$ cat src/rtl/smb_cfg_pkg.sv
package smb_cfg_pkg;

  typedef enum logic [2:0] {
    ST_IDLE,
    ST_ADDR,
    ST_CMD,
    ST_COUNT,
    ST_DATA,
    ST_SKIP
  } frame_st_t;

  // Address byte hits when upper seven bits match and direction bit is write.
  function automatic logic addr_hit(input logic [7:0] b, input logic [6:0] dev);
    return (b[7:1] == dev) && !b[0];
  endfunction

  // Number of data bytes that may land in the bank.
  function automatic logic [7:0] write_limit(input logic [7:0] cnt, input int nregs);
    logic [7:0] n8;
    n8 = nregs[7:0];
    return (cnt < n8) ? cnt : n8;
  endfunction

endpackage

$ cat src/rtl/smb_line_sync.sv
module smb_line_sync #(
  parameter int STAGES = 2
) (
  input  logic clk,
  input  logic rst_n,
  input  logic scl_i,
  input  logic sda_i,
  output logic scl_s,
  output logic sda_s,
  output logic scl_rise,
  output logic scl_fall,
  output logic start_evt,
  output logic stop_evt
);
  logic [STAGES:0] scl_pipe;
  logic [STAGES:0] sda_pipe;
  logic scl_d, sda_d;

  always_ff @(posedge clk or negedge rst_n) begin
    if (!rst_n) begin
      scl_pipe <= '1;
      sda_pipe <= '1;
    end else begin
      scl_pipe <= {scl_pipe[STAGES-1:0], scl_i};
      sda_pipe <= {sda_pipe[STAGES-1:0], sda_i};
    end
  end

  assign scl_s = scl_pipe[STAGES-1];
  assign sda_s = sda_pipe[STAGES-1];
  assign scl_d = scl_pipe[STAGES];
  assign sda_d = sda_pipe[STAGES];

  assign scl_rise  = scl_s & ~scl_d;
  assign scl_fall  = ~scl_s & scl_d;
  assign start_evt = scl_s & scl_d & sda_d & ~sda_s;
  assign stop_evt  = scl_s & scl_d & ~sda_d & sda_s;
endmodule

$ cat src/rtl/smb_frame_fsm.sv
module smb_frame_fsm
  import smb_cfg_pkg::*;
#(
  parameter logic [6:0] DEV_ADDR = 7'h69,
  parameter int         NUM_REGS = 3
) (
  input  logic       clk,
  input  logic       rst_n,
  input  logic       scl_rise,
  input  logic       scl_fall,
  input  logic       sda_s,
  input  logic       start_evt,
  input  logic       stop_evt,
  output logic       sda_low,
  output logic       ack_slot,
  output logic       wr_en,
  output logic [7:0] wr_idx,
  output logic [7:0] wr_data
);
  frame_st_t  state_q;
  logic [3:0] bitcnt_q;
  logic [7:0] shreg_q;
  logic [7:0] limit_q;
  logic [7:0] widx_q;
  logic       byte_done;

  assign byte_done = scl_fall && (bitcnt_q == 4'd8) && (state_q != ST_IDLE)
                     && !start_evt && !stop_evt;
  assign ack_slot  = (bitcnt_q >= 4'd8);
  assign wr_en     = byte_done && (state_q == ST_DATA) && (widx_q < limit_q);
  assign wr_idx    = widx_q;
  assign wr_data   = shreg_q;

  always_ff @(posedge clk or negedge rst_n) begin
    if (!rst_n) begin
      state_q  <= ST_IDLE;
      bitcnt_q <= '0;
      shreg_q  <= '0;
      limit_q  <= '0;
      widx_q   <= '0;
      sda_low  <= 1'b0;
    end else if (start_evt) begin
      state_q  <= ST_ADDR;
      bitcnt_q <= '0;
      sda_low  <= 1'b0;
    end else if (stop_evt) begin
      state_q  <= ST_IDLE;
      bitcnt_q <= '0;
      sda_low  <= 1'b0;
    end else if (state_q != ST_IDLE) begin
      if (scl_rise && bitcnt_q < 4'd9) begin
        if (bitcnt_q < 4'd8) shreg_q <= {shreg_q[6:0], sda_s};
        bitcnt_q <= bitcnt_q + 4'd1;
      end else if (byte_done) begin
        unique case (state_q)
          ST_ADDR: begin
            if (addr_hit(shreg_q, DEV_ADDR)) begin
              sda_low <= 1'b1;
              state_q <= ST_CMD;
            end else begin
              state_q <= ST_SKIP;
            end
          end
          ST_CMD: begin
            sda_low <= 1'b1;
            state_q <= ST_COUNT;
          end
          ST_COUNT: begin
            sda_low <= 1'b1;
            limit_q <= write_limit(shreg_q, NUM_REGS);
            widx_q  <= '0;
            state_q <= ST_DATA;
          end
          ST_DATA: begin
            sda_low <= 1'b1;
            if (widx_q != 8'hFF) widx_q <= widx_q + 8'd1;
          end
          default: ;
        endcase
      end else if (scl_fall && bitcnt_q == 4'd9) begin
        sda_low  <= 1'b0;
        bitcnt_q <= '0;
      end
    end
  end
endmodule

$ cat src/rtl/smb_reg_bank.sv
module smb_reg_bank #(
  parameter int                    NUM_REGS   = 3,
  parameter logic [NUM_REGS*8-1:0] RESET_VALS = 24'hC0C0FF
) (
  input  logic                  clk,
  input  logic                  rst_n,
  input  logic                  wr_en,
  input  logic [7:0]            wr_idx,
  input  logic [7:0]            wr_data,
  output logic [NUM_REGS*8-1:0] regs_o
);
  for (genvar g = 0; g < NUM_REGS; g++) begin : g_reg
    logic [7:0] r_q;
    always_ff @(posedge clk or negedge rst_n) begin
      if (!rst_n) r_q <= RESET_VALS[g*8 +: 8];
      else if (wr_en && wr_idx == 8'(g)) r_q <= wr_data;
    end
    assign regs_o[g*8 +: 8] = r_q;
  end
endmodule

$ cat src/rtl/smb_ctl_slave.sv
module smb_ctl_slave #(
  parameter logic [6:0]            DEV_ADDR   = 7'h69,
  parameter int                    NUM_REGS   = 3,
  parameter logic [NUM_REGS*8-1:0] RESET_VALS = 24'hC0C0FF,
  parameter int                    SYNC_STAGES = 2
) (
  input  logic                  clk,
  input  logic                  rst_n,
  input  logic                  scl_i,
  input  logic                  sda_i,
  output logic                  sda_low_o,
  output logic [NUM_REGS*8-1:0] reg_bank_o
);
  logic scl_s, sda_s, scl_rise, scl_fall, start_evt, stop_evt;
  logic ack_slot, wr_en;
  logic [7:0] wr_idx, wr_data;

  smb_line_sync #(.STAGES(SYNC_STAGES)) u_sync (
    .clk(clk), .rst_n(rst_n), .scl_i(scl_i), .sda_i(sda_i),
    .scl_s(scl_s), .sda_s(sda_s), .scl_rise(scl_rise), .scl_fall(scl_fall),
    .start_evt(start_evt), .stop_evt(stop_evt)
  );

  smb_frame_fsm #(.DEV_ADDR(DEV_ADDR), .NUM_REGS(NUM_REGS)) u_fsm (
    .clk(clk), .rst_n(rst_n), .scl_rise(scl_rise), .scl_fall(scl_fall),
    .sda_s(sda_s), .start_evt(start_evt), .stop_evt(stop_evt),
    .sda_low(sda_low_o), .ack_slot(ack_slot), .wr_en(wr_en),
    .wr_idx(wr_idx), .wr_data(wr_data)
  );

  smb_reg_bank #(.NUM_REGS(NUM_REGS), .RESET_VALS(RESET_VALS)) u_bank (
    .clk(clk), .rst_n(rst_n), .wr_en(wr_en), .wr_idx(wr_idx),
    .wr_data(wr_data), .regs_o(reg_bank_o)
  );
endmodule

$ cat config.mk
export PLATFORM = sky130hd
export DESIGN_NAME = smb_ctl_slave
export DESIGN_NICKNAME = d
export VERILOG_FILES = /design/src/rtl/smb_cfg_pkg.sv /design/src/rtl/smb_line_sync.sv /design/src/rtl/smb_frame_fsm.sv /design/src/rtl/smb_reg_bank.sv /design/src/rtl/smb_ctl_slave.sv
export SDC_FILE = /design/constraint.sdc
export NUM_CORES = 1
export LEC_CHECK = 0
export ABC_AREA = 1
export BUFFER_PORTS_ARGS = -buffer_cell sky130_fd_sc_hd__buf_4
export CELL_PAD_IN_SITES_DETAIL_PLACEMENT = 1
export CELL_PAD_IN_SITES_GLOBAL_PLACEMENT = 2
export CORE_AREA = 5 5 108 110
export CTS_BUF_LIST = sky130_fd_sc_hd__clkbuf_16
export DETAILED_ROUTE_END_ITERATION = 16
export DIE_AREA = 0 0 113 115
export PLACE_DENSITY_LB_ADDON = 0.1
export SYNTH_ARGS = -nofsm -noshare
export SYNTH_HDL_FRONTEND = slang
export SYNTH_SLANG_ARGS = --single-unit
$ cat constraint.sdc
create_clock -name clk -period 1.58 [get_ports clk]
set_input_delay 0.316 -clock clk [delete_from_list [all_inputs] [get_ports clk]]
set_output_delay 0.316 -clock clk [all_outputs]
set_load 0.005 [all_outputs]
Yosys cells after proc, flatten, opt, wreduce, memory -nomap -nowiden
Cells that the tools add are included.
{"block": "word_totals", "register_bits": 62, "in_bits": 4, "output_inout_bits": 25, "elab_cells": 100}
{"block": "classes", "n_addsub": 2, "order_cmp": 4, "eq_ne": 15, "n_mux": 24, "n_bitwise": 14, "reduce_logical": 30}
{"cell": "4-bit two-way mux", "n": 6}
{"cell": "3-bit two-way mux", "n": 6}
{"cell": "8-bit two-way mux", "n": 2}
{"cell": "8-bit case mux with 2 select lines", "n": 1}
{"cell": "1-bit logical AND", "n": 12}
{"cell": "5-bit by 3-bit inequality test with 1-bit output (second input constant)", "n": 2}
{"cell": "5-bit AND reduction", "n": 2}
{"cell": "3-bit case mux with 3 select lines", "n": 1}
{"cell": "3-bit nonzero test", "n": 3}
{"cell": "8-bit by 1-bit adder with 8-bit output (second input constant)", "n": 1}
{"cell": "4-bit equality test (second input constant)", "n": 2}
{"cell": "8-bit by 1-bit equality test with 1-bit output (second input constant)", "n": 1}
{"cell": "8-bit by 2-bit equality test with 1-bit output (second input constant)", "n": 1}
{"cell": "8-bit zero test", "n": 1}
{"cell": "4-bit less-than comparator (second input constant)", "n": 2}
{"cell": "8-bit by 2-bit less-than comparator with 1-bit output (second input constant)", "n": 1}
{"cell": "8-bit less-than comparator", "n": 1}
{"cell": "8-bit inequality test (second input constant)", "n": 1}
{"cell": "4-bit nonzero test", "n": 2}
{"cell": "1-bit bitwise AND", "n": 7}
{"cell": "7-bit equality test (second input constant)", "n": 1}
{"cell": "1-bit two-way mux", "n": 7}
{"cell": "1-bit NOT", "n": 7}
{"cell": "7-bit AND reduction", "n": 1}
{"cell": "other kinds (15)", "n": 18}

Depth between registers and ports, before layout
Gate-level depths: netlist of the first run.
{"block": "depth", "ltp_word": 11, "depth_mapped": 12, "depth_no_buf": 12}

Hierarchy
From an unflattened synthesis of the first run, not the netlist that was laid out.
{"block": "unflattened", "hier_cells": 409, "hier_area_um2": 3250.6}
{"module": "smb_frame_fsm", "instances": 1, "cells_each": 272, "area_each_um2": 1973.1, "seq_area_each_um2": 800.8}
{"module": "smb_reg_bank", "instances": 1, "cells_each": 120, "area_each_um2": 1078.5, "seq_area_each_um2": 615.6}
{"module": "smb_line_sync", "instances": 1, "cells_each": 17, "area_each_um2": 198.9, "seq_area_each_um2": 157.7}

Least setup slack after synthesis of the first run
Ideal clock, no wire load.
{"block": "synth_path", "kind": "register to register", "from": "register u_fsm.widx_q[6] (netlist: u_fsm.wr_idx[6])", "to": "register u_bank.g_reg[1].r_q[1]", "setup_ps": 117, "arrival_time_ps": 1421, "required_ps": 1463, "path_slack_ps": 42, "path_stages_with_launch": 10, "period_less_slack_ps": 1538, "cell_sequence": "dfrtp_1 > ha_1 > nand2_1 > nand2_1 > nand2_1 > nand3_4 > nor2_8 > nand3_4 > nand2_1 > nand2_1"}
{"block": "synth_between", "elab_chain_len": 3}
{"item": "start: declaration", "line": "smb_frame_fsm.sv:24", "text": "logic [7:0] widx_q;"}
{"item": "start signal: assignment", "line": "smb_frame_fsm.sv:76", "text": "if (widx_q != 8'hFF) widx_q <= widx_q + 8'd1;"}
{"item": "8-bit less-than comparator", "line": "smb_frame_fsm.sv:30", "text": "assign wr_en = byte_done && (state_q == ST_DATA) && (widx_q < limit_q);"}
{"item": "1-bit logical AND", "line": "smb_frame_fsm.sv:30"}
{"item": "1-bit logical AND (*)", "line": "smb_reg_bank.sv:16", "text": "else if (wr_en && wr_idx == 8'(g)) r_q <= wr_data;"}
{"item": "end signal: assignment", "line": "smb_reg_bank.sv:15", "text": "if (!rst_n) r_q <= RESET_VALS[g*8 +: 8];"}
{"item": "end signal: assignment", "line": "smb_reg_bank.sv:16"}
{"item": "end: declaration", "line": "smb_reg_bank.sv:13", "text": "logic [7:0] r_q;"}
Mark *: on every way between the ends. The rest lies on a longest branch, timed or not.
A chain may end at the register's enable or synchronous reset.

Worst setup path in the final report of the first run
{"block": "layout_path", "from": "register u_fsm.bitcnt_q[0]", "to": "register u_bank.g_reg[1].r_q[2]"}
{"block": "layout_between", "elab_chain_len": 8}
{"item": "start: declaration", "line": "smb_frame_fsm.sv:21", "text": "logic [3:0] bitcnt_q;"}
{"item": "start signal: assignment", "line": "smb_frame_fsm.sv:53", "text": "bitcnt_q <= bitcnt_q + 4'd1;"}
{"item": "4-bit equality test", "line": "smb_frame_fsm.sv:27", "text": "assign byte_done = scl_fall && (bitcnt_q == 4'd8) && (state_q != ST_IDLE)"}
{"item": "1-bit logical AND (2 in a row)", "line": "smb_frame_fsm.sv:27"}
{"item": "1-bit logical AND (2 in a row)", "line": "smb_frame_fsm.sv:28", "text": "&& !start_evt && !stop_evt;"}
{"item": "1-bit logical AND (2 in a row)", "line": "smb_frame_fsm.sv:30"}
{"item": "1-bit logical AND", "line": "smb_reg_bank.sv:16"}
No other way between the ends.

==> results by group, run 1 <==
Floorplanning
  • I/O Pins: 29
  • Core footprint: 10600 um^2
  • Die height: 115 um
  • Initial Utilization: 0.309
  • # rows: 38
  • Die area: 13000 um^2
  • Die Wd: 113 um

Synthesis
  • Seq/Total Area, Yosys: 0.480
  • Synth top area share: 0.336
  • Mapped cell area: 3280 um^2
  • Post-synthesis area per instance: 8.39 um^2
  • Yosys reg bits: 62
  • Post-synth cell types: 25
  • Synth area leader: dfrtp_1
  • Area contributors post-synth: dfrtp_1 (34%), nand2_1 (15%), dfstp_2 (14%)
  • Mapped Nets: 409
  • Synth Warn #: 0
  • Synth Instances: 391

Clock network
  • Clock root cell: clkbuf_16
  • Clock-pin transition on the worst setup and hold timing paths: 0.05 ns
  • CTS tree: done
  • Clk sinks: 62
  • Inserted Clock Buffers: 9
  • CTS HTree Levels: 3
  • Clock Tree Buf Depth: 2
  • Clk_lat worst skew: 0.34 ns

Placement
  • PortBufs: 28
  • Worst slack at placement: -0.136 ns
  • Dpl cells: 597
  • Routability cong.: 0.769
  • DP HPWL: 6360 um

Global route
  • GR Util All Layers: 0.152
  • Largest net degree at the start of global routing: 42
  • Remaining Overflow, GRT: 0
  • First-pass GRT wire length: 15400 um
  • Vias in the first global route: 3102
  • Initial antenna violation count: 0

Critical path
  • Crit path launch type: flip-flop
  • Critical path class: flip-flop to flip-flop
  • Critical-path maximum fanout: 8
  • Worst path slowest cell: dfrtp_1
  • Crit-path cells: inv_2 -> ha_4 -> inv_2 -> nor2_4 -> nand3_4 -> nor2_8 -> buf_12 -> nand3_4 -> nand2_1 -> nand2_1
  • Delay of the slowest critical-path stage: 0.38 ns
  • Worst EP required: 1.81 ns
  • Crit path DAT: 1.85 ns
  • Register-to-Register Setup Slack: -0.04 ns
  • Crit end category: flip-flop

Power
  • Reg power frac: 0.362
  • Net switching power: 0.00150 W
  • Logic gate share of total power: 0.211
  • Sw frac: 0.288
  • Worst vdd ir: 0.000837 V
  • Lkg Pwr: 2.40 nW
  • Power share of the clock group: 0.427
  • Cell-internal power: 0.00370 W
  • Pwr Density: 1080 nW/um^2

Route
  • DRC Markers: 0
  • First DRT Iteration DRCs: 139
  • Vias per inst: 4.66
  • Pre-antenna DRT Iters: 4
  • Routed Antenna Nets: 0
  • Routed len/inst: 14.7 um
  • Post-Route WL: 9330 um
  • Routed via count: 2959

Layout
  • Ratio of cells with drive above 1 in the final layout: 0.372
  • Area grow syn2layout: 46.4%
  • Ant diodes: 0
  • Fillers: 1266
  • Final non-filler cell total: 635
  • Nets@finish: 508

Timing
  • RSZ-0062 raised after global routing: true
  • PnR worst setup slack: -0.0419 ns
  • Fin Setup TNS: -0.546 ns
  • Skew final: 0.00541 ns
  • Worst slew pin tran: 0.322 ns
  • Maximum clock rate: 617 MHz
  • Period utilization: 1.03
  • Final Critical Period: 1.62 ns
  • Final Hold Viols: 0
  • Final slew viol count: 0
  • Final setup fails: 25
  • Worst slew margin: 0.785

Hold path
  • Worst hold path type: input pin to flip-flop

Status
  • Failing checks: negative setup slack
  • Status: complete, but fails checks

Run
  • Max Cap Violations: 0
[cell families (layout without fill, tap and decap cells)]
family | count (synthesis) | after routing | share of synthesized area
flip-flops | 62 | 62 | 0.480
AO/OA/AOI/OAI | 31 | 31 | 0.0504
AND/OR/NAND/NOR | 224 | 225 | 0.332
buffers and inverters | 55 | 158 | 0.0710
XOR/XNOR | 5 | 5 | 0.0134
adder cells (fa/ha/maj) | 14 | 14 | 0.0534
[cell usage in the layout, fill, tap and decap left out, types with 2 or more instances in the layout]
master / synthesis / routed
buf_12: 0 / 4
ha_1: 14 / 9
o21ai_2: 2 / 2
dfrtp_1: 44 / 44
nand4_1: 29 / 29
nand2_1: 133 / 114
inv_1: 49 / 48
nor2_2: 4 / 6
ha_4: 0 / 5
buf_16: 0 / 3
nand3_4: 5 / 5
buf_4: 0 / 78
nor2_1: 24 / 20
bufinv_16: 0 / 3
nand2_2: 4 / 19
buf_6: 0 / 4
a21oi_1: 6 / 5
nand3_2: 0 / 3
nor2_4: 5 / 7
inv_2: 1 / 5
nand3_1: 16 / 13
xor2_1: 5 / 5
clkbuf_16: 0 / 11
o21ai_1: 10 / 14
o21ai_0: 12 / 7
dfstp_2: 18 / 18
nand2_4: 1 / 5
[cell type report]
| type | instances | area [um^2] | area share |
|---|---|---|---|
| Inverter | 50 | 188 | 0.0391 |
| Clock inverter | 7 | 106 | 0.0222 |
| Sequential cell | 62 | 1570 | 0.328 |
| Timing Repair Buffer | 92 | 853 | 0.178 |
| Clock buffer | 9 | 225 | 0.0469 |
| Multi-Input combinational cell | 275 | 1680 | 0.350 |
| Tap cell | 140 | 175 | 0.0365 |
[flip-flops by register name (all words and copies together) (netlist names)]
name             cells
u_sync.sda_pipe      3
u_sync.scl_pipe      3
u_fsm.state_q        3
u_fsm.sda_low        1
u_fsm.wr_data        8
u_fsm.bitcnt_q       4
u_fsm.limit_q        8
u_bank.g.r_q        24
u_fsm.wr_idx         8
[cells in the mapped netlist]
master / n
a21oi_1: 6
buf_2: 3
buf_8: 2
dfrtp_1: 44
dfstp_2: 18
ha_1: 14
inv_1: 49
inv_2: 1
nand2_1: 133
nand2_2: 4
nand2_4: 1
nand3_1: 16
nand3_4: 5
nand4_1: 29
nor2_1: 24
nor2_2: 4
nor2_4: 5
nor2_8: 1
nor3_1: 1
nor3b_1: 1
o21ai_0: 12
o21ai_1: 10
o21ai_2: 2
o21bai_1: 1
xor2_1: 5
[per-layer routing]
metal  share of wire  track usage  vias up
met3           0.041       0.0447       13
met4           0.016       0.0601        0
met5               0            0        -
met2            0.48        0.244       38
li1                -            -     1460
met1            0.47        0.192     1448
[critical path: cells and delay by family, from the launching register on]
kind | cells | cell delay [ns]
DFF | 1 | 0.38
adders and majority gates | 1 | 0.14
and+or+nand+nor | 6 | 0.71
buffers and inverters | 3 | 0.27
[metrics by stage]
step / utilization / instance area, um^2 / hold slack (ns) / power, W
3_3_place_gp: 0.375 / 3980 / 0.236 / 0.00281
5_1_grt: 0.453 / 4800 / 0.0674 / 0.00547
2_1_floorplan: - / 3280 / 0.0204 / 0.00237
4_1_cts: 0.432 / 4580 / 0.0709 / 0.00519
6_report: 0.453 / 4800 / 0.0800 / 0.00519
3_5_place_dp: 0.375 / 3980 / 0.241 / 0.00282
[what timing repair did]
| item | 4_1_cts | 5_1_grt |
|---|---|---|
| gates cloned | 4 | 2 |
| pin swaps | 22 | 17 |
| endpoints found under the hold margin | 18 | 0 |
| endpoints found under the setup margin | 50 | 56 |
| gates resized for setup | 26 | 34 |
| hold buffers | 1 | 0 |
| buffers inserted | 9 | 6 |
[worst paths after layout]
| check | from | endpoint | cells past startpoint |
|---|---|---|---|
| setup / recovery | u_fsm.bitcnt_q[0]$_DFFE_PN0P_ | u_bank.g_reg[1].r_q[2]$_DFFE_PN0P_ | 10 |
| hold / removal | sda_i | u_sync.sda_pipe[0]$_DFF_PN1_ | 1 |
| setup reg to reg | u_fsm.bitcnt_q[0]$_DFFE_PN0P_ | u_bank.g_reg[1].r_q[2]$_DFFE_PN0P_ | 10 |
| hold reg to reg | u_sync.sda_pipe[0]$_DFF_PN1_ | u_sync.sda_pipe[1]$_DFF_PN1_ | 0 |
| max in group asynchronous | rst_n | u_bank.g_reg[0].r_q[4]$_DFFE_PN1P_ | 3 |
| min in group asynchronous | rst_n | u_fsm.limit_q[7]$_DFFE_PN0P_ | 2 |
[power by group through the flow]
stage          clock (W)  combinational, W  sequential [W]
2_1_floorplan          0          0.000484         0.00189
3_3_place_gp           0          0.000913         0.00190
3_5_place_dp           0          0.000920         0.00190
4_1_cts          0.00227           0.00104         0.00188
5_1_grt          0.00235           0.00123         0.00190
6_report         0.00221           0.00110         0.00188
No activity file was read; power rests on OpenSTA's default activity.
==> run 2: changes to the inputs <==
Settings changed: CAP_MARGIN from default to 15, PLACE_DENSITY_LB_ADDON 0.1 to 0.15, REMOVE_ABC_BUFFERS from default to 1.
==> results by group, run 2 (same netlist as run 1, synthesis figures left out) <==
Timing
  • Final Hold Viols: 0 (unchanged)
  • PnR worst setup slack: -0.0663 ns (-0.0244 ns)
  • Final Critical Period: 1.65 ns (+0.0244 ns)
  • Skew final: 0.0130 ns (+0.00757 ns)
  • Worst slew pin tran: 0.427 ns (+0.105 ns)
  • RSZ-0062 raised after global routing: true
  • Final slew viol count: 0 (unchanged)
  • Maximum clock rate: 607 MHz (-1.5%)
  • Period utilization: 1.04 (+0.0154)
  • Final setup fails: 32 (+28%)
  • Worst slew margin: 0.715 (-0.0692)

Global route
  • Vias in the first global route: 3020 (-2.6%)
  • Initial antenna violation count: 0 (unchanged)
  • Largest net degree at the start of global routing: 31 (-26%)
  • First-pass GRT wire length: 14900 um (-3.2%)
  • GR Util All Layers: 0.146 (-0.00559)
  • Remaining Overflow, GRT: 0 (unchanged)

Floorplanning
  • # rows: 38 (unchanged)
  • Die area: 13000 um^2 (unchanged)
  • I/O Pins: 29 (unchanged)
  • Die Wd: 113 um (unchanged)
  • Initial Utilization: 0.309 (unchanged)
  • Die height: 115 um (unchanged)
  • Core footprint: 10600 um^2 (unchanged)

Placement
  • Routability cong.: 0.790 (+2.7%)
  • PortBufs: 28 (unchanged)
  • Placed cell area: 4020 um^2 (+1.0%)
  • Worst slack at placement: -0.165 ns (-0.0283 ns)
  • DP HPWL: 6500 um (+2.2%)

Layout
  • Max FFs per register: 24 (unchanged)
  • Ratio of cells with drive above 1 in the final layout: 0.418 (+0.0466)
  • Nets@finish: 515 (+1.4%)
  • Largest Register: u_bank.g.r_q
  • Design area: 4850 um^2 (+1.1%)
  • Commonest non-fill, non-tap cell in the layout: nand2_1
  • Ant diodes: 0 (unchanged)
  • Most frequent cells in the layout: nand2_1 (102), buf_4 (79), inv_1 (46), dfrtp_1 (43), nand2_2 (31)
  • Area grow syn2layout: 48.0%

Power
  • Worst vdd ir: 0.000446 V (-47%)
  • Final Power: 0.00497 W (-4.2%)
  • Lkg Pwr: 2.41 nW (+0.17%)
  • Pwr Density: 1020 nW/um^2 (-5.3%)

Critical path
  • Worst EP required: 1.78 ns (-0.03 ns)
  • Crit path launch type: flip-flop
  • Crit path DAT: 1.84 ns (about the same)
  • Critical-path maximum fanout: 7 (-1)
  • Crit end category: flip-flop
  • Critical path class: flip-flop to flip-flop

Clock network
  • Clock-pin transition on the worst setup and hold timing paths: 0.06 ns (about the same)
  • CTS tree: done
  • Inserted Clock Buffers: 9 (unchanged)
  • Clk_lat worst skew: 0.33 ns (about the same)
  • Clock Tree Buf Depth: 2 (unchanged)
  • CTS HTree Levels: 3 (unchanged)
  • Clock root cell: clkbuf_16
  • Clk sinks: 62 (unchanged)

Route
  • Routed len/inst: 14.5 um (-1.4%)
  • DRC Markers: 0 (unchanged)
  • Routed Antenna Nets: 0 (unchanged)
  • First DRT Iteration DRCs: 83 (-40%)
  • Vias per inst: 4.59 (-1.5%)
  • Routed via count: 2947 (-0.41%)
  • Pre-antenna DRT Iters: 5 (+1)
  • Post-Route WL: 9290 um (-0.35%)

Status
  • Failing checks: negative setup slack
  • Status: complete, but fails checks

Run
  • Max Cap Violations: 0 (unchanged)

Hold path
  • Worst hold path type: input pin to flip-flop
-- run 2: cell count changes in the layout (fill, tap and decap cells not counted), sizes merged --
cell / change
clkinv: +1
buf: +9
clkinvlp: +1
bufinv: -2
clkbuf: -2
-- run 2: critical path, stage by stage, from the launching register on --
cell and delay (ns):
dfrtp_1 0.38, inv_2 0.09, ha_4 0.13, inv_2 0.04
nor2_4 0.15, nand2_2 0.10, nor2_4 0.16, o21ai_4 0.12
nor2_4 0.22, o21ai_1 0.11
-- run 2: final cells by class --
cell class	instances	area (um^2)
clock buffers	9	225
clock inverters	7	61.3
fillers	1247	5750
inverters	50	188
multi-input cells	275	1760
flip-flops and latches	62	1580
well taps	140	175
repair buffers	99	868
-- run 2: metrics by stage --
step	hold WS [ns]	instances	setup TNS, ns	util
after global placement	0.285	604	-2.46	0.379
after floorplan	0.0204	386	-1.17	-
after detailed placement	0.284	604	-3.79	0.379
after global routing	0.0798	642	-5.44	0.458
final	0.0957	642	-1.08	0.458
after CTS	0.0848	631	-1.16	0.426
-- run 2: repair_timing --
action | CTS | global route
cloned | 1 | 1
hold buffers | 1 | 0
resized for setup | 21 | 72
endpoints found under the setup margin | 46 | 56
setup buffers | 9 | 12
pin swaps | 15 | 32
endpoints found under the hold margin | 15 | 0
-- run 2: final timing paths --
kind                            cells after the start                            endpoint  slack (ns)                     startpoint
worst max register to register                      9         u_fsm.wr_idx[1]$_DFFE_PN0P_       -0.07  u_fsm.bitcnt_q[0]$_DFFE_PN0P_
worst min-delay path                                1        u_sync.scl_pipe[0]$_DFF_PN1_         0.1                          scl_i
max in group asynchronous                           3        u_sync.scl_pipe[2]$_DFF_PN1_        0.55                          rst_n
worst min register to register                      0        u_sync.sda_pipe[1]$_DFF_PN1_        0.36   u_sync.sda_pipe[0]$_DFF_PN1_
worst max-delay path                                9         u_fsm.wr_idx[1]$_DFFE_PN0P_       -0.07  u_fsm.bitcnt_q[0]$_DFFE_PN0P_
min in group asynchronous                           2  u_bank.g_reg[2].r_q[1]$_DFFE_PN0P_        0.46                          rst_n
-- run 2: report_power, final --
group / switching, W / total (W) / internal (W)
clock: 0.000706 / 0.00191 / 0.00120
combinational: 0.000730 / 0.00123 / 0.000501
sequential: 0.000111 / 0.00184 / 0.00173
-- run 2: metal layers --
metal	global-route usage	vias up	part of all wire
met5	0	-	0
li1	-	1468	-
met4	0.0705	0	0.026
met3	0.0274	14	0.030
met2	0.250	34	0.50
met1	0.177	1431	0.44
==> run 3: changes to the inputs <==
Settings changed: BUFFER_PORTS_ARGS -buffer_cell sky130_fd_sc_hd__buf_4 to -buffer_cell sky130_fd_sc_hd__buf_2.
==> results by group, run 3 (same netlist as run 1, synthesis figures left out) <==
Status
  • Status: complete, but fails checks
  • Failing checks: negative hold slack, negative setup slack

Critical path
  • Register-to-Register Setup Slack: -0.09 ns (-0.02 ns)
  • Delay of the slowest critical-path stage: 0.39 ns (about the same)
  • Worst path slowest cell: dfrtp_1
  • Crit path DAT: 1.93 ns (+0.09 ns)
  • Critical Path Sink: u_fsm.wr_idx[2]$_DFFE_PN0P_
  • Path depth of the worst reg2reg path: 10 (+1)
  • Critical path class: flip-flop to flip-flop
  • Crit end category: flip-flop
  • R2R Path End: u_fsm.wr_idx[2]$_DFFE_PN0P_
  • Critical-path maximum fanout: 7 (unchanged)
  • Worst r2r src: u_fsm.bitcnt_q[0]$_DFFE_PN0P_
  • Crit path launch type: flip-flop
  • Crit-path most repeated cell: nor2_4
  • Crit-path cells: inv_2 -> ha_4 -> inv_2 -> nor2_4 -> nand2_2 -> nor2_4 -> o21ai_4 -> nor2_4 -> nand2_1 -> nand2_1
  • Crit path launch: u_fsm.bitcnt_q[0]$_DFFE_PN0P_
  • Worst EP required: 1.85 ns (+0.07 ns)

Global route
  • First-pass GRT wire length: 15100 um (+0.88%)
  • GR Util All Layers: 0.146 (+0.000490)
  • Vias in the first global route: 3035 (+0.50%)
  • Remaining Overflow, GRT: 0 (unchanged)
  • Initial antenna violation count: 0 (unchanged)
  • Largest net degree at the start of global routing: 63 (+100%)

Floorplanning
  • Initial Utilization: 0.309 (unchanged)
  • # rows: 38 (unchanged)
  • I/O Pins: 29 (unchanged)
  • Die Wd: 113 um (unchanged)
  • Die height: 115 um (unchanged)
  • Core footprint: 10600 um^2 (unchanged)
  • Die area: 13000 um^2 (unchanged)

Clock network
  • Clock root cell: clkbuf_16
  • Inserted Clock Buffers: 9 (unchanged)
  • CTS HTree Levels: 3 (unchanged)
  • CTS tree: done
  • Clk_lat worst skew: 0.33 ns (about the same)
  • Clock Tree Buf Depth: 2 (unchanged)
  • Clk sinks: 62 (unchanged)
  • Clock-pin transition on the worst setup and hold timing paths: 0.06 ns (about the same)

Hold path
  • Worst hold path type: input pin to asynchronous set/reset pin

Power
  • Final Power: 0.00483 W (-2.9%)
  • Cell-internal power: 0.00330 W (-3.8%)
  • Net switching power: 0.00153 W (-1.0%)
  • Sw frac: 0.317 (+0.00616)
  • Power share of the clock group: 0.369 (-0.014)
  • Pwr Density: 1070 nW/um^2 (+4.0%)
  • Lkg Pwr: 2.34 nW (-2.8%)
  • Logic gate share of total power: 0.252 (+0.004)
  • Worst vdd ir: 0.000413 V (-7.4%)
  • Reg power frac: 0.379 (+0.010)

Timing
  • Final setup fails: 46 (+44%)
  • Period utilization: 1.06 (+0.0132)
  • Final Hold Viols: 14 (+14)
  • Final slew viol count: 0 (unchanged)
  • Maximum clock rate: 600 MHz (-1.3%)
  • PnR worst setup slack: -0.0872 ns (-0.0209 ns)
  • Hold Worst Slack: -0.0180 ns (-0.114 ns)
  • Worst slew pin tran: 0.350 ns (-0.0767 ns)
  • Skew final: 0.00591 ns (-0.00707 ns)
  • Final Critical Period: 1.67 ns (+0.0209 ns)
  • RSZ-0062 raised after global routing: true
  • Worst slew margin: 0.767 (+0.0511)

Layout
  • Ant diodes: 0 (unchanged)
  • Final non-filler cell total: 631 (-1.7%)
  • Max FFs per register: 24 (unchanged)
  • Nets@finish: 504 (-2.1%)
  • Ratio of cells with drive above 1 in the final layout: 0.371 (-0.0477)
  • Area grow syn2layout: 38.2%
  • Most frequent cells in the layout: nand2_1 (111), buf_4 (47), inv_1 (46), dfrtp_1 (44), nand4_1 (29)
  • Commonest non-fill, non-tap cell in the layout: nand2_1
  • Fillers: 1287 (+3.2%)
  • End-of-flow core utilization: 0.427 (-0.0306)
  • Largest Register: u_bank.g.r_q

Route
  • Met3 routed WL: 281 um (+1.4%)
  • Vias per inst: 4.54 (-1.1%)
  • Post-Route WL: 8740 um (-6.0%)
  • M1 WL: 4050 um (-2.0%)
  • DR WL met2: 4230 um (-9.0%)
  • Routed via count: 2865 (-2.8%)
  • Routed Antenna Nets: 0 (unchanged)
  • DRC Markers: 0 (unchanged)
  • First DRT Iteration DRCs: 49 (-41%)
  • Routed len/inst: 13.8 um (-4.3%)
  • Highest metal used: met4
  • Pre-antenna DRT Iters: 4 (-1)

Placement
  • DP HPWL: 6270 um (-3.5%)
  • Routability cong.: 0.782 (-1.1%)
  • Dpl cells: 603 (-0.17%)
  • Worst slack at placement: -0.233 ns (-0.0685 ns)
  • PortBufs: 28 (unchanged)

Run
  • Max Cap Violations: 0 (unchanged)
[run 3: cell types whose count changed in the layout (fill, tap and decap cells not counted), sizes merged]
cell | previous run | this run
inv | 53 | 51
dlygate4sd3 | 1 | 0
clkinv | 2 | 5
bufinv | 1 | 0
buf | 98 | 88
[run 3: worst min-delay path by stage]
stage,end,startpoint,slack [ns],cells after the start
2_1_floorplan,u_bank.g_reg[1].r_q[0]$_DFFE_PN0P_,rst_n,0.02,0
3_3_place_gp,u_sync.sda_pipe[1]$_DFF_PN1_,u_sync.sda_pipe[0]$_DFF_PN1_,0.35,0
3_5_place_dp,u_sync.sda_pipe[1]$_DFF_PN1_,u_sync.sda_pipe[0]$_DFF_PN1_,0.35,0
4_1_cts,u_bank.g_reg[2].r_q[1]$_DFFE_PN0P_,rst_n,0.007,2
5_1_grt,u_bank.g_reg[1].r_q[4]$_DFFE_PN0P_,rst_n,0.01,2
6_report,u_bank.g_reg[2].r_q[1]$_DFFE_PN0P_,rst_n,-0.02,2
[run 3: power groups by stage]
stage	registers (W)	logic, W	clock network [W]
after floorplan	0.00189	0.000482	0
after global placement	0.00184	0.00103	0
after detailed placement	0.00185	0.00103	0
after CTS	0.00182	0.00111	0.00184
after global routing	0.00185	0.00135	0.00193
final	0.00183	0.00122	0.00178
[run 3: worst max-delay path, delay by kind of cell (launching register included)]
family	cells	cell delay, ns
buffers and inverters	2	0.14
flip-flops	1	0.39
AND/OR/NAND/NOR	6	0.81
AO/OA/AOI/OAI	1	0.13
adder cells (fa/ha/maj)	1	0.14
[run 3: per-stage QoR]
step	cell area, um^2	setup TNS (ns)	hold slack, ns
final	4530	-2.34	-0.0180
after global routing	4530	-8.00	0.0135
after CTS	4380	-1.29	0.00731
after detailed placement	3940	-4.06	0.347
after global placement	3940	-3.13	0.347
after floorplan	3230	-1.17	0.0204
[run 3: what timing repair did]
action	CTS	global route
endpoints found under the setup margin	46	56
buffers inserted	7	4
gates resized for setup	22	41
pin swaps	13	14
hold buffers	0	0
cloned	1	0
[run 3: metal layers]
metal / track usage / up-vias
met5: 0 / -
met4: 0.0561 / 0
met3: 0.0321 / 13
met2: 0.245 / 36
met1: 0.186 / 1363
li1: - / 1453
[run 3: area by class of cell]
cell class / instances / area [um^2] / area share
well taps: 140 / 175 / 0.0387
clock inverters: 7 / 42.5 / 0.00939
flip-flops and latches: 62 / 1570 / 0.347
multi-input cells: 275 / 1670 / 0.368
repair buffers: 88 / 657 / 0.145
clock buffers: 9 / 225 / 0.0497
inverters: 50 / 188 / 0.0414
